==> config.mk <==
export PLATFORM = sky130hd
export DESIGN_NAME = strap_fsel_ctrl
export DESIGN_NICKNAME = d
export VERILOG_FILES = /design/src/rtl/strap_pkg.sv /design/src/rtl/strap_capture.sv /design/src/rtl/fsel_mux.sv /design/src/rtl/shared_pin_ctrl.sv /design/src/rtl/strap_fsel_ctrl.sv
export SDC_FILE = /design/constraint.sdc
export NUM_CORES = 1
export LEC_CHECK = 0
export BUFFER_PORTS_ARGS = -buffer_cell sky130_fd_sc_hd__buf_2
export CORE_UTILIZATION = 40
export DETAILED_ROUTE_END_ITERATION = 10
export PLACE_DENSITY = 0.8
export SYNTH_ARGS = -nofsm -noshare
export SYNTH_HDL_FRONTEND = slang
export SYNTH_SLANG_ARGS = --single-unit
==> constraint.sdc <==
create_clock -name clk -period 1.6 [get_ports clk]
set_input_delay 0.16 -clock clk [delete_from_list [all_inputs] [get_ports clk]]
set_output_delay 0.16 -clock clk [all_outputs]
set_load 0.05 [all_outputs]
==> src/rtl/strap_pkg.sv <==
package strap_pkg;
  localparam int FS_W    = 3;
  localparam int KHZ_W   = 17;
  localparam int N_SHARE = 2;

  // Packed order matches the pad vector: [4] voltage, [3] mode, [2:0] code
  typedef struct packed {
    logic            vlow;
    logic            desktop;
    logic [FS_W-1:0] fs;
  } strap_t;

  localparam int N_STRAP = $bits(strap_t);

  function automatic logic [KHZ_W-1:0] cpu_rate(input logic [FS_W-1:0] c);
    logic [KHZ_W-1:0] r;
    case (c)
      3'd0:    r = KHZ_W'(50000);
      3'd1:    r = KHZ_W'(75000);
      3'd2:    r = KHZ_W'(83300);
      3'd3:    r = KHZ_W'(68500);
      3'd4:    r = KHZ_W'(83300);
      3'd5:    r = KHZ_W'(75000);
      3'd6:    r = KHZ_W'(60000);
      default: r = KHZ_W'(66800);
    endcase
    return r;
  endfunction

  // Most codes run PCI at half the CPU rate; two codes use fixed rates
  function automatic logic [KHZ_W-1:0] pci_rate(input logic [FS_W-1:0] c);
    logic [KHZ_W-1:0] r;
    case (c)
      3'd1:    r = KHZ_W'(32000);
      3'd4:    r = KHZ_W'(33300);
      default: r = cpu_rate(c) >> 1;
    endcase
    return r;
  endfunction
endpackage

==> src/rtl/strap_capture.sv <==
module strap_capture
  import strap_pkg::*;
(
  input  logic   clk,
  input  logic   rst_n,
  input  logic   por_i,
  input  strap_t pad_i,
  output strap_t held_o,
  output logic   done_o
);
  strap_t held_q, held_d;
  logic   done_q, done_d;

  always_comb begin
    held_d = held_q;
    if (por_i) held_d = pad_i;
    done_d = ~por_i;
  end

  always_ff @(posedge clk or negedge rst_n) begin
    if (!rst_n) begin
      held_q <= '0;
      done_q <= 1'b0;
    end else begin
      held_q <= held_d;
      done_q <= done_d;
    end
  end

  assign held_o = held_q;
  assign done_o = done_q;


  strap_hold_chk: assert property (@(posedge clk) disable iff (!rst_n)
    !por_i |=> $stable(held_q));

  oe_window_chk: assert property (@(posedge clk) disable iff (!rst_n)
    por_i |=> !done_q);
endmodule

==> src/rtl/fsel_mux.sv <==
module fsel_mux
  import strap_pkg::*;
(
  input  logic             clk,
  input  logic             rst_n,
  input  logic             done_i,
  input  logic [FS_W-1:0]  fs_strap_i,
  input  logic             ovr_i,
  input  logic [FS_W-1:0]  fs_reg_i,
  output logic [FS_W-1:0]  code_o,
  output logic             chg_o,
  output logic [KHZ_W-1:0] cpu_khz_o,
  output logic [KHZ_W-1:0] pci_khz_o
);
  logic [FS_W-1:0]  sel;
  logic [FS_W-1:0]  code_q, code_d;
  logic             chg_q, chg_d;
  logic [KHZ_W-1:0] cpu_q, cpu_d, pci_q, pci_d;

  always_comb begin
    sel    = ovr_i ? fs_reg_i : fs_strap_i;
    code_d = sel;
    chg_d  = done_i && (sel != code_q);
    cpu_d  = cpu_rate(sel);
    pci_d  = pci_rate(sel);
  end

  always_ff @(posedge clk or negedge rst_n) begin
    if (!rst_n) begin
      code_q <= '0;
      chg_q  <= 1'b0;
      cpu_q  <= cpu_rate('0);
      pci_q  <= pci_rate('0);
    end else begin
      code_q <= code_d;
      chg_q  <= chg_d;
      cpu_q  <= cpu_d;
      pci_q  <= pci_d;
    end
  end

  assign code_o    = code_q;
  assign chg_o     = chg_q;
  assign cpu_khz_o = cpu_q;
  assign pci_khz_o = pci_q;


  pulse_on_change_chk: assert property (@(posedge clk) disable iff (!rst_n)
    chg_q |-> (code_q != $past(code_q)));

  quiet_in_window_chk: assert property (@(posedge clk) disable iff (!rst_n)
    !done_i |=> !chg_q);

  override_code_chk: assert property (@(posedge clk) disable iff (!rst_n)
    ovr_i |=> (code_q == $past(fs_reg_i)));
endmodule

==> src/rtl/shared_pin_ctrl.sv <==
module shared_pin_ctrl
  import strap_pkg::*;
#(
  parameter int NS = N_STRAP,
  parameter int NM = N_SHARE
) (
  input  logic          clk,
  input  logic          rst_n,
  input  logic          done_i,
  input  logic          desktop_i,
  input  logic [NM-1:0] stop_pad_i,
  output logic [NS-1:0] strap_oe_o,
  output logic [NM-1:0] shared_oe_o,
  output logic [NM-1:0] stop_n_o
);
  logic pads_are_outputs;

  always_comb begin
    pads_are_outputs = done_i & desktop_i;
    strap_oe_o       = {NS{done_i}};
    shared_oe_o      = {NM{pads_are_outputs}};
  end

  for (genvar g = 0; g < NM; g++) begin : g_stop
    assign stop_n_o[g] = (done_i && !desktop_i) ? stop_pad_i[g] : 1'b1;
  end


  stop_idle_chk: assert property (@(posedge clk) disable iff (!rst_n)
    (!done_i || desktop_i) |-> (&stop_n_o));

  shared_drive_chk: assert property (@(posedge clk) disable iff (!rst_n)
    (|shared_oe_o) |-> (desktop_i && (&strap_oe_o)));
endmodule

==> src/rtl/strap_fsel_ctrl.sv <==
module strap_fsel_ctrl
  import strap_pkg::*;
(
  input  logic             clk,
  input  logic             rst_n,
  input  logic             por_i,
  input  logic [4:0]       strap_pad_i,
  input  logic [1:0]       stop_pad_i,
  input  logic [3:0]       cfg_i,
  output logic [4:0]       strap_oe_o,
  output logic [1:0]       shared_oe_o,
  output logic [2:0]       freq_code_o,
  output logic             freq_chg_o,
  output logic [16:0]      cpu_khz_o,
  output logic [16:0]      pci_khz_o,
  output logic             desktop_mode_o,
  output logic             cpu_vlow_o,
  output logic             cpu_stop_n_o,
  output logic             pci_stop_n_o
);
  strap_t      pad_s;
  strap_t      held;
  logic        done;
  logic [1:0]  stop_n;

  assign pad_s = strap_t'(strap_pad_i);

  strap_capture u_cap (
    .clk    (clk),
    .rst_n  (rst_n),
    .por_i  (por_i),
    .pad_i  (pad_s),
    .held_o (held),
    .done_o (done)
  );

  fsel_mux u_fsel (
    .clk        (clk),
    .rst_n      (rst_n),
    .done_i     (done),
    .fs_strap_i (held.fs),
    .ovr_i      (cfg_i[0]),
    .fs_reg_i   (cfg_i[3:1]),
    .code_o     (freq_code_o),
    .chg_o      (freq_chg_o),
    .cpu_khz_o  (cpu_khz_o),
    .pci_khz_o  (pci_khz_o)
  );

  shared_pin_ctrl #(.NS(N_STRAP), .NM(N_SHARE)) u_pins (
    .clk         (clk),
    .rst_n       (rst_n),
    .done_i      (done),
    .desktop_i   (held.desktop),
    .stop_pad_i  (stop_pad_i),
    .strap_oe_o  (strap_oe_o),
    .shared_oe_o (shared_oe_o),
    .stop_n_o    (stop_n)
  );

  assign desktop_mode_o = held.desktop;
  assign cpu_vlow_o     = held.vlow;
  assign cpu_stop_n_o   = stop_n[0];
  assign pci_stop_n_o   = stop_n[1];


  vlow_frozen_chk: assert property (@(posedge clk) disable iff (!rst_n)
    (!por_i && !$past(por_i)) |=> $stable(cpu_vlow_o));
endmodule

==> results_dict.tcl, run 1 <==
set metrics [dict create \
    die_area_um2 3840 \
    stdcell_area_um2 1820 \
    synth_edf_count 0 \
    cap_violations 0 \
    die_x_um 62.0 \
    yosysUniqueCellTypes 29 \
    cellLeakagePower_nw 0.924 \
    period_share_pct 98.3 \
    clkLatencyLatePin_ns 0.34 \
    cp_max_fo 5 \
    syn_area_per_cell_um2 13.3 \
    grt_start_max_net_pins 39 \
    reg2reg_slack_ns 0.24 \
    crit_path_start "u_cap.held_o[3]" \
    dpl_cell_area_um2 1720 \
    setup_violations 0 \
    initial_core_util_pct 42.5 \
    path_class "flop to primary output" \
    cts_inserted_buffers 5 \
    cts_num_sinks 38 \
    grt_overflow_total 0 \
    slew_viol_final 0 \
    drive_gt1_share_pct 58.0 \
    grtUsageTotal_pct 14.8 \
    min_path_cells 2 \
    async_reset_ff_share_pct 100 \
    netlist_instances 108 \
    yosysSeqAreaShare_pct 67.1 \
    area_growth_pct 26.7 \
    antenna_found_initial 0 \
    numPortBuffers 57 \
    cts_tree "done" \
    dp_slack_ns 0.225 \
    skew_ns 0.00273 \
    htree_levels 2 \
    viasPerCell 4.30 \
    hp-class "input pin to flop" \
    n_fill_cell 293 \
    dp_hpwl_mm 1.92 \
    first_pass_iters 4 \
    gp_congestion 0.748 \
    grt_pass1_vias 826 \
    drc 0 \
    max_freq_mhz 636 \
    num_io_pins 63 \
    worstHoldEndpoint "u_cap.held_o[3]" \
    n_antenna_cell 0 \
    timing.rr.start "u_cap.held_o[1]" \
    cp.required_ns 1.44 \
    clk_pin_slew_ns 0.10 \
    syn_area_um2 1440 \
    yosysMostFrequentCell "dfrtp_1" \
    hold_viol_final 0 \
    synth-seq-cells 38 \
    total_power_mw 2.53 \
    ir_drop_mv 0.403 \
    rsz0062_at_grt "yes" \
    p_per_area_nw_per_um2 1390 \
    cts.root.buffer_cell "clkbuf_4" \
    dp_cells 204 \
    rows 21 \
    synth_area_leader_cell "dfrtp_1" \
    period_needed_ns 1.57 \
    cp-start-kind "flop" \
    worstPathArrival_ns 1.41 \
    nets 182 \
    fp.dieH_um 62.0 \
    final_cells 215 \
    synthTopCellsByCount "26 x dfrtp_1, 14 x nand2_1, 13 x buf_4, 12 x dfstp_2" \
    cp-end-kind "primary output" \
    ant_nets 0 \
    fin_ws_ns 0.0265 \
    r2r-end "u_fsel.cpu_khz_o[16]" \
    wire_per_inst_um 11.9 \
    vias 924 \
    status "complete, no violations" \
    fin_util_pct 53.8 \
    ys_top_cells_by_area "dfrtp_1 45%, dfstp_2 22%, buf_4 6.8%" \
    cts.path.max_buffers 2 \
    ys.flop_type "dfrtp_1" \
    grt_pass1_wl_mm 3.80 \
    drtIter0Drc 21 \
    synthDominantCellAreaShare_pct 45.2 \
    ff2ff_path_depth 5 \
    yosysWarningCount 0 \
    hp-start "strap_pad_i[3]" \
    drt-total-wl_mm 2.56 \
    core_um2 3390 \
]
==> repair_timing <==
| item | CTS | global route |
|---|---|---|
| hold buffers | 1 | 0 |
| buffers inserted | 0 | 2 |
| hold endpoints to repair | 26 | 0 |
| resized for setup | 4 | 1 |
| setup endpoints to repair | 2 | 2 |
==> layer usage <==
metal | part of all wire [%] | global-route usage (%)
met5 | 0 | 0
met4 | 2.4 | 8.57
met3 | 7.0 | 6.63
met2 | 50 | 23.3
met1 | 40 | 16.6
==> kinds of logic after synthesis <==
kind of cell              after synthesis  synth area share (%)
buffers and inverters                  21                  9.13
muxes                                   8                  7.74
AOI/OAI and AO/OA                       7                  3.22
other                                   1                 0.261
DFF                                    38                  67.1
and+or+nand+nor                        28                  9.48
xor gates and xnor gates                5                  3.04
==> state kept, by name, summed over array words and instances, names as in the netlist <==
register	count
u_fsel.cpu_khz_o	13
u_fsel.pci_khz_o	15
u_cap.held_o	5
u_fsel.chg_o	1
u_fsel.code_o	3
u_cap.done_o	1
==> cell usage in the layout, fill, tap and decap left out, types with 2 or more instances in the layout <==
| cell type | count |
|---|---|
| buf_2 | 55 |
| dfrtp_1 | 25 |
| nand2_1 | 14 |
| dfstp_2 | 12 |
| buf_4 | 6 |
| xnor2_1 | 5 |
| mux2_2 | 5 |
| conb_1 | 5 |
| clkbuf_4 | 5 |
| nor2_1 | 4 |
| inv_1 | 3 |
| and2_1 | 3 |
| mux2i_4 | 2 |
| inv_2 | 2 |
| or3b_2 | 2 |
| buf_6 | 2 |
==> metrics by stage <==
step,hold slack (ns),TNS (ns)
after floorplan,-0.136,0
after global placement,0.208,0
after detailed placement,0.216,0
after CTS,0.0316,0
after global routing,0.0259,-0.0617
final,0.0378,0
==> worst max-delay path, cell delays in order, from the launching register on <==
cell and delay, ns:
dfrtp_1 0.42, or3b_2 0.48, buf_6 0.17
==> power breakdown <==
part	internal, mW	switching (mW)
sequential	1.11	0.0394
combinational	0.194	0.675
clock	0.211	0.301
total	1.51	1.02
==> worst max path at each step <==
stage                                end  slack [ns]  depth (start not counted)
finish                      pci_stop_n_o        0.03                          2
floorplan                   cpu_stop_n_o        0.19                          1
CTS                         cpu_stop_n_o       0.008                          2
global route                pci_stop_n_o       -0.03                          2
detailed placement  u_fsel.cpu_khz_o[16]        0.22                          6
global placement    u_fsel.cpu_khz_o[16]        0.28                          6
==> final cells by class <==
type                    count  area, µm²  share of cell area, %
flip-flops and latches     38        967                   53.1
well taps                  46       57.6                   3.16
inverters                   6       25.0                   1.37
clock inverters             2       12.5                  0.686
multi-input cells          53        357                   19.6
repair buffers             64        353                   19.4
clock buffers               6       51.3                   2.81
(Power assumes the default switching activity.)
==> run 2: changes to the inputs <==
--- a/config.mk
+++ b/config.mk
@@ -5,7 +5,8 @@
 export SDC_FILE = /design/constraint.sdc
 export NUM_CORES = 1
 export LEC_CHECK = 0
-export BUFFER_PORTS_ARGS = -buffer_cell sky130_fd_sc_hd__buf_2
+export BUFFER_PORTS_ARGS = -buffer_cell sky130_fd_sc_hd__clkbuf_2
+export CORE_ASPECT_RATIO = 1.1
 export CORE_UTILIZATION = 40
 export DETAILED_ROUTE_END_ITERATION = 10
 export PLACE_DENSITY = 0.8
==> constraint.sdc (replaced) <==
create_clock -name clk -period 1.8 [get_ports clk]
set_input_delay 0.18 -clock clk [delete_from_list [all_inputs] [get_ports clk]]
set_output_delay 0.18 -clock clk [all_outputs]
set_load 0.05 [all_outputs]
==> run 2 against run 1 <==
Non-clock buffer count down 2. Highest routed layer unchanged. Sequential share of layout area grew 0.71 points. Clock skew rose by 0.0067 ns. Power down 12%. Via count down 0.32%. Critical path depth is the same. Largest cell class unchanged. Core utilization decreased by 0.72 points. Clock-buffer cell count unchanged.
==> results_dict.tcl, run 2 (synthesized netlist as in run 1, its figures left out) <==
set metrics [dict create \
    status "complete, no violations" \
    n_antenna_cell 0 \
    dp_cells 206 \
    hold_viol_final 0 \
    clk_pin_slew_ns 0.10 \
    cellLeakagePower_nw 0.918 \
    grt_start_max_net_pins 16 \
    dp_hpwl_mm 1.98 \
    viasPerCell 4.28 \
    largest_reg_flops 15 \
    grt_overflow_total 0 \
    clkLatencyLatePin_ns 0.33 \
    core_um2 3390 \
    antenna_found_initial 0 \
    gp_congestion 0.690 \
    num_io_pins 63 \
    wire_per_inst_um 11.9 \
    path_class "flop to primary output" \
    drtIter0Drc 21 \
    vias 921 \
    dpl_cell_area_um2 1720 \
    drive_gt1_share_pct 56.9 \
    cts_num_sinks 38 \
    cp.required_ns 1.62 \
    final_common_cell "clkbuf_2" \
    ir_drop_mv 0.474 \
    die_area_um2 3840 \
    cts.path.max_buffers 2 \
    rows 22 \
    area_growth_pct 24.9 \
    timing.rr.start "u_cap.held_o[0]" \
    setup_tns_ns 0 \
    hp-class "input pin to flop" \
    hold_buffers 1 \
    cp-end-kind "primary output" \
    fp.dieH_um 64.9 \
    grt_use_met2_pct 24.2 \
    hp-start "strap_pad_i[3]" \
    p_per_area_nw_per_um2 1240 \
    multiInputGateArea_um2 357 \
    rsz0062_at_grt "no" \
    final_cells 215 \
    r2r-end "u_fsel.cpu_khz_o[16]" \
    grtUsageTotal_pct 14.7 \
    grt-busiest-layer "met2" \
    initial_core_util_pct 42.5 \
    grt_pass1_vias 874 \
    use_met3_pct 4.19 \
    drt-total-wl_mm 2.57 \
    reg2reg_slack_ns 0.37 \
    cap_violations 0 \
    cts.repair.resized 0 \
    postCtsSetupRepairBufs 0 \
    n_fill_cell 307 \
    numPortBuffers 57 \
    period_needed_ns 1.72 \
    cts_tree "done" \
    slew_viol_final 0 \
    grt_pass1_wl_mm 4.01 \
    first_pass_iters 4 \
    worstHoldEndpoint "u_cap.held_o[3]" \
    worstPathArrival_ns 1.54 \
    skew_ns 0.00948 \
    use_met1_pct 17.3 \
    die_x_um 59.2 \
    ant_nets 0 \
    stdcell_area_um2 1800 \
    period_share_pct 95.6 \
    htree_levels 2 \
    min_path_cells 2 \
    cp_max_fo 9 \
    final_cell_mix "57 x clkbuf_2, 26 x dfrtp_1, 14 x nand2_1" \
    cts_inserted_buffers 5 \
    cts.root.buffer_cell "clkbuf_4" \
    nets 180 \
    setup_violations 0 \
    max_freq_mhz 581 \
    ff2ff_path_depth 3 \
    cp-start-kind "flop" \
    drc 0 \
    seqCellArea_um2 966 \
]
## run 2: cell count changes in the layout (fill, tap and decap cells not counted)
cell	previous run	this run
buf_2	55	0
buf_4	6	4
buf_6	2	0
clkbuf_2	0	57
dfrtp_1	25	26
dfrtp_2	1	0
## run 2: worst max path at each step
stage                                from                    to  slack [ns]  cells past startpoint
after CTS                    u_cap.done_o          cpu_stop_n_o        0.05                      2
after global placement           cfg_i[0]  u_fsel.cpu_khz_o[16]        0.38                      4
after global routing         u_cap.done_o          cpu_stop_n_o       0.005                      2
after floorplan           u_cap.held_o[3]          cpu_stop_n_o        0.37                      1
final                        u_cap.done_o          cpu_stop_n_o        0.08                      2
after detailed placement         cfg_i[0]  u_fsel.cpu_khz_o[16]        0.31                      4
## run 2: cell type report
| class | count | share of cell area, % |
|---|---|---|
| Clock buffer | 6 | 2.86 |
| Clock inverter | 2 | 0.696 |
| Inverter | 6 | 1.39 |
| Multi-Input combinational cell | 53 | 19.8 |
| Sequential cell | 38 | 53.8 |
| Tap cell | 48 | 3.34 |
| Timing Repair Buffer | 62 | 18.1 |
## run 2: through the flow
step | setup WS (ns) | hold WS, ns | util (%) | power, mW
global route | 0.00526 | 0.0592 | 53.1 | 2.34
floorplan | 0.370 | -0.116 | - | 1.64
detailed placement | 0.311 | 0.104 | 50.9 | 1.80
global placement | 0.383 | 0.0977 | 50.9 | 1.79
finish | 0.0798 | 0.0789 | 53.1 | 2.23
CTS | 0.0536 | 0.0656 | 53.1 | 2.26
## run 2: worst max-delay path, cell delays in order, from the launching register on
cell,delay [ns]
dfrtp_1,0.48
or3b_2,0.48
clkbuf_2,0.25
## run 2: power breakdown
part | leakage (nW) | internal [mW] | total (mW) | switching, mW
clock network | 0.0343 | 0.188 | 0.449 | 0.261
logic | 0.449 | 0.161 | 0.755 | 0.594
registers | 0.435 | 0.986 | 1.03 | 0.0445
## run 2: per-layer routing
metal	vias to the layer above	share of wire (%)
li1	442	-
met1	444	42
met2	33	54
met3	2	3.4
met4	0	1.3
met5	-	0
==> run 3: changes to the inputs <==
--- a/config.mk
+++ b/config.mk
@@ -5,11 +5,11 @@
 export SDC_FILE = /design/constraint.sdc
 export NUM_CORES = 1
 export LEC_CHECK = 0
-export BUFFER_PORTS_ARGS = -buffer_cell sky130_fd_sc_hd__clkbuf_2
+export BUFFER_PORTS_ARGS = -buffer_cell sky130_fd_sc_hd__buf_2
 export CORE_ASPECT_RATIO = 1.1
 export CORE_UTILIZATION = 40
 export DETAILED_ROUTE_END_ITERATION = 10
-export PLACE_DENSITY = 0.8
+export PLACE_DENSITY = 0.83
 export SYNTH_ARGS = -nofsm -noshare
 export SYNTH_HDL_FRONTEND = slang
 export SYNTH_SLANG_ARGS = --single-unit
==> constraint.sdc (replaced) <==
create_clock -name clk -period 1.4 [get_ports clk]
set_input_delay 0.14 -clock clk [delete_from_list [all_inputs] [get_ports clk]]
set_output_delay 0.14 -clock clk [all_outputs]
set_load 0.05 [all_outputs]
==> run 3 against run 2 <==
Sequential share of layout area is 3.1 points lower. Sequential power is 27% higher. Worst hold slack worse by 0.042 ns. Cell area is 6.1% higher. Clock-buffer cell count is 1 higher. Critical path type unchanged. The run now ends with setup timing left. Die area stayed put. Cell count is 2.8% higher. Power is 30% higher. Flip-flop and latch count stayed put. Combinational power is 38% higher.
==> results_dict.tcl, run 3 (synthesized netlist as in run 1, its figures left out) <==
set metrics [dict create \
    grt_pass1_wl_mm 4.16 \
    cp_max_fo 3 \
    drtIter0Drc 13 \
    setup_tns_ns -0.0676 \
    gp_congestion 0.716 \
    n_antenna_cell 0 \
    clk_pin_slew_ns 0.10 \
    path_class "flop to primary output" \
    fp.dieH_um 64.9 \
    vias 956 \
    num_io_pins 63 \
    hp-class "input pin to flop" \
    dp_hpwl_mm 1.82 \
    rsz0062_at_grt "yes" \
    numPortBuffers 57 \
    p_per_area_nw_per_um2 1530 \
    cts.root.buffer_cell "clkbuf_4" \
    skew_ns 0.00612 \
    nets 186 \
    ant_nets 0 \
    reg2reg_slack_ns 0.09 \
    cts_num_sinks 38 \
    largest_reg_flops 15 \
    path_cells "or3b_4 -> buf_8" \
    area_growth_pct 32.5 \
    cellLeakagePower_nw 0.966 \
    final_cell_mix "53 x buf_2, 26 x dfrtp_1, 14 x nand2_1" \
    max_freq_mhz 697 \
    cp-start-kind "flop" \
    status "finished with violations" \
    cts_inserted_buffers 5 \
    period_needed_ns 1.43 \
    cts_tree "done" \
    n_fill_cell 296 \
    cp-end-kind "primary output" \
    period_share_pct 102 \
    drt-total-wl_mm 2.60 \
    wire_per_inst_um 11.8 \
    cap_violations 0 \
    violations "setup timing" \
    setup_violations 2 \
    cp_top_family "flip-flops" \
    slew_viol_final 0 \
    cp_num_buf_inv 1 \
    fin_util_pct 56.3 \
    die_area_um2 3840 \
    worstPathArrival_ns 1.29 \
    core_um2 3390 \
    cp_slowest_cell "dfrtp_1" \
    hold_viol_final 0 \
    grt_overflow_total 0 \
    htree_levels 2 \
    grt_pass1_vias 852 \
    grtUsageTotal_pct 15.3 \
    grt_start_max_net_pins 21 \
    die_x_um 59.2 \
    antenna_found_initial 0 \
    clkLatencyLatePin_ns 0.33 \
    final_common_cell "buf_2" \
    viasPerCell 4.33 \
    drc 0 \
    fin_ws_ns -0.0338 \
    ir_drop_mv 0.649 \
    drive_gt1_share_pct 58.4 \
    initial_core_util_pct 42.5 \
    slowest_delay_ns 0.41 \
    first_pass_iters 4 \
    cts.path.max_buffers 2 \
    rows 22 \
    cp.required_ns 1.26 \
]
run 3: cell types whose count changed in the layout (fill, tap and decap cells not counted), moves of 2 or more:
cell,before,now
buf_12,0,2
clkbuf_2,57,0
buf_4,4,7
buf_6,0,3
or3b_4,0,2
buf_2,0,53
or3b_2,2,0
buf_8,0,2
run 3: final timing paths:
| kind | depth (start not counted) | endpoint | start |
|---|---|---|---|
| hold reg to reg | 1 | u_cap.held_o[4] | u_cap.held_o[4] |
| hold / removal | 2 | u_cap.held_o[4] | strap_pad_i[4] |
| setup / recovery | 2 | pci_stop_n_o | u_cap.held_o[3] |
| min in group asynchronous | 2 | u_fsel.pci_khz_o[9] | rst_n |
| max in group asynchronous | 3 | u_fsel.cpu_khz_o[14] | rst_n |
| setup reg to reg | 5 | u_fsel.cpu_khz_o[16] | u_cap.held_o[1] |
run 3: cell type report:
class / count / area [µm²] / share of cell area [%]
flip-flops and latches: 38 / 966 / 50.7
repair buffers: 68 / 432 / 22.6
multi-input cells: 53 / 364 / 19.1
well taps: 48 / 60.1 / 3.15
clock buffers: 7 / 55.1 / 2.89
inverters: 6 / 25.0 / 1.31
clock inverters: 1 / 5.00 / 0.262
run 3: repair_timing:
action                                  4_1_cts  5_1_grt
pin swaps                                     2        0
hold endpoints to repair                     12        0
gates resized for setup                       8        8
endpoints found under the setup margin        2        6
buffers inserted                              1        1
hold buffers                                  1        0
run 3: per-stage QoR:
step	instances	worst slack (ns)	power, mW	area [µm²]	hold slack, ns
3_5_place_dp	210	0.0597	2.34	1780	0.103
6_report	221	-0.0338	2.91	1910	0.0366
5_1_grt	221	-0.0842	3.05	1910	0.00904
3_3_place_gp	210	0.0978	2.33	1780	0.0992
4_1_cts	220	-0.0268	2.92	1880	0.0243
2_1_floorplan	112	0.00971	2.11	1450	-0.156
run 3: per-layer routing:
| layer | up-vias | part of all wire, % | GRT usage (%) |
|---|---|---|---|
| met5 | - | 0 | 0 |
| met4 | 0 | 2.2 | 8.93 |
| met2 | 30 | 52 | 24.7 |
| li1 | 459 | - | - |
| met3 | 5 | 3.8 | 3.19 |
| met1 | 462 | 42 | 18.5 |
run 3: where the power goes:
part           internal, mW  switching (mW)
Sequential             1.27          0.0454
Combinational         0.261           0.783
Clock                 0.243           0.316
Total                  1.77            1.14
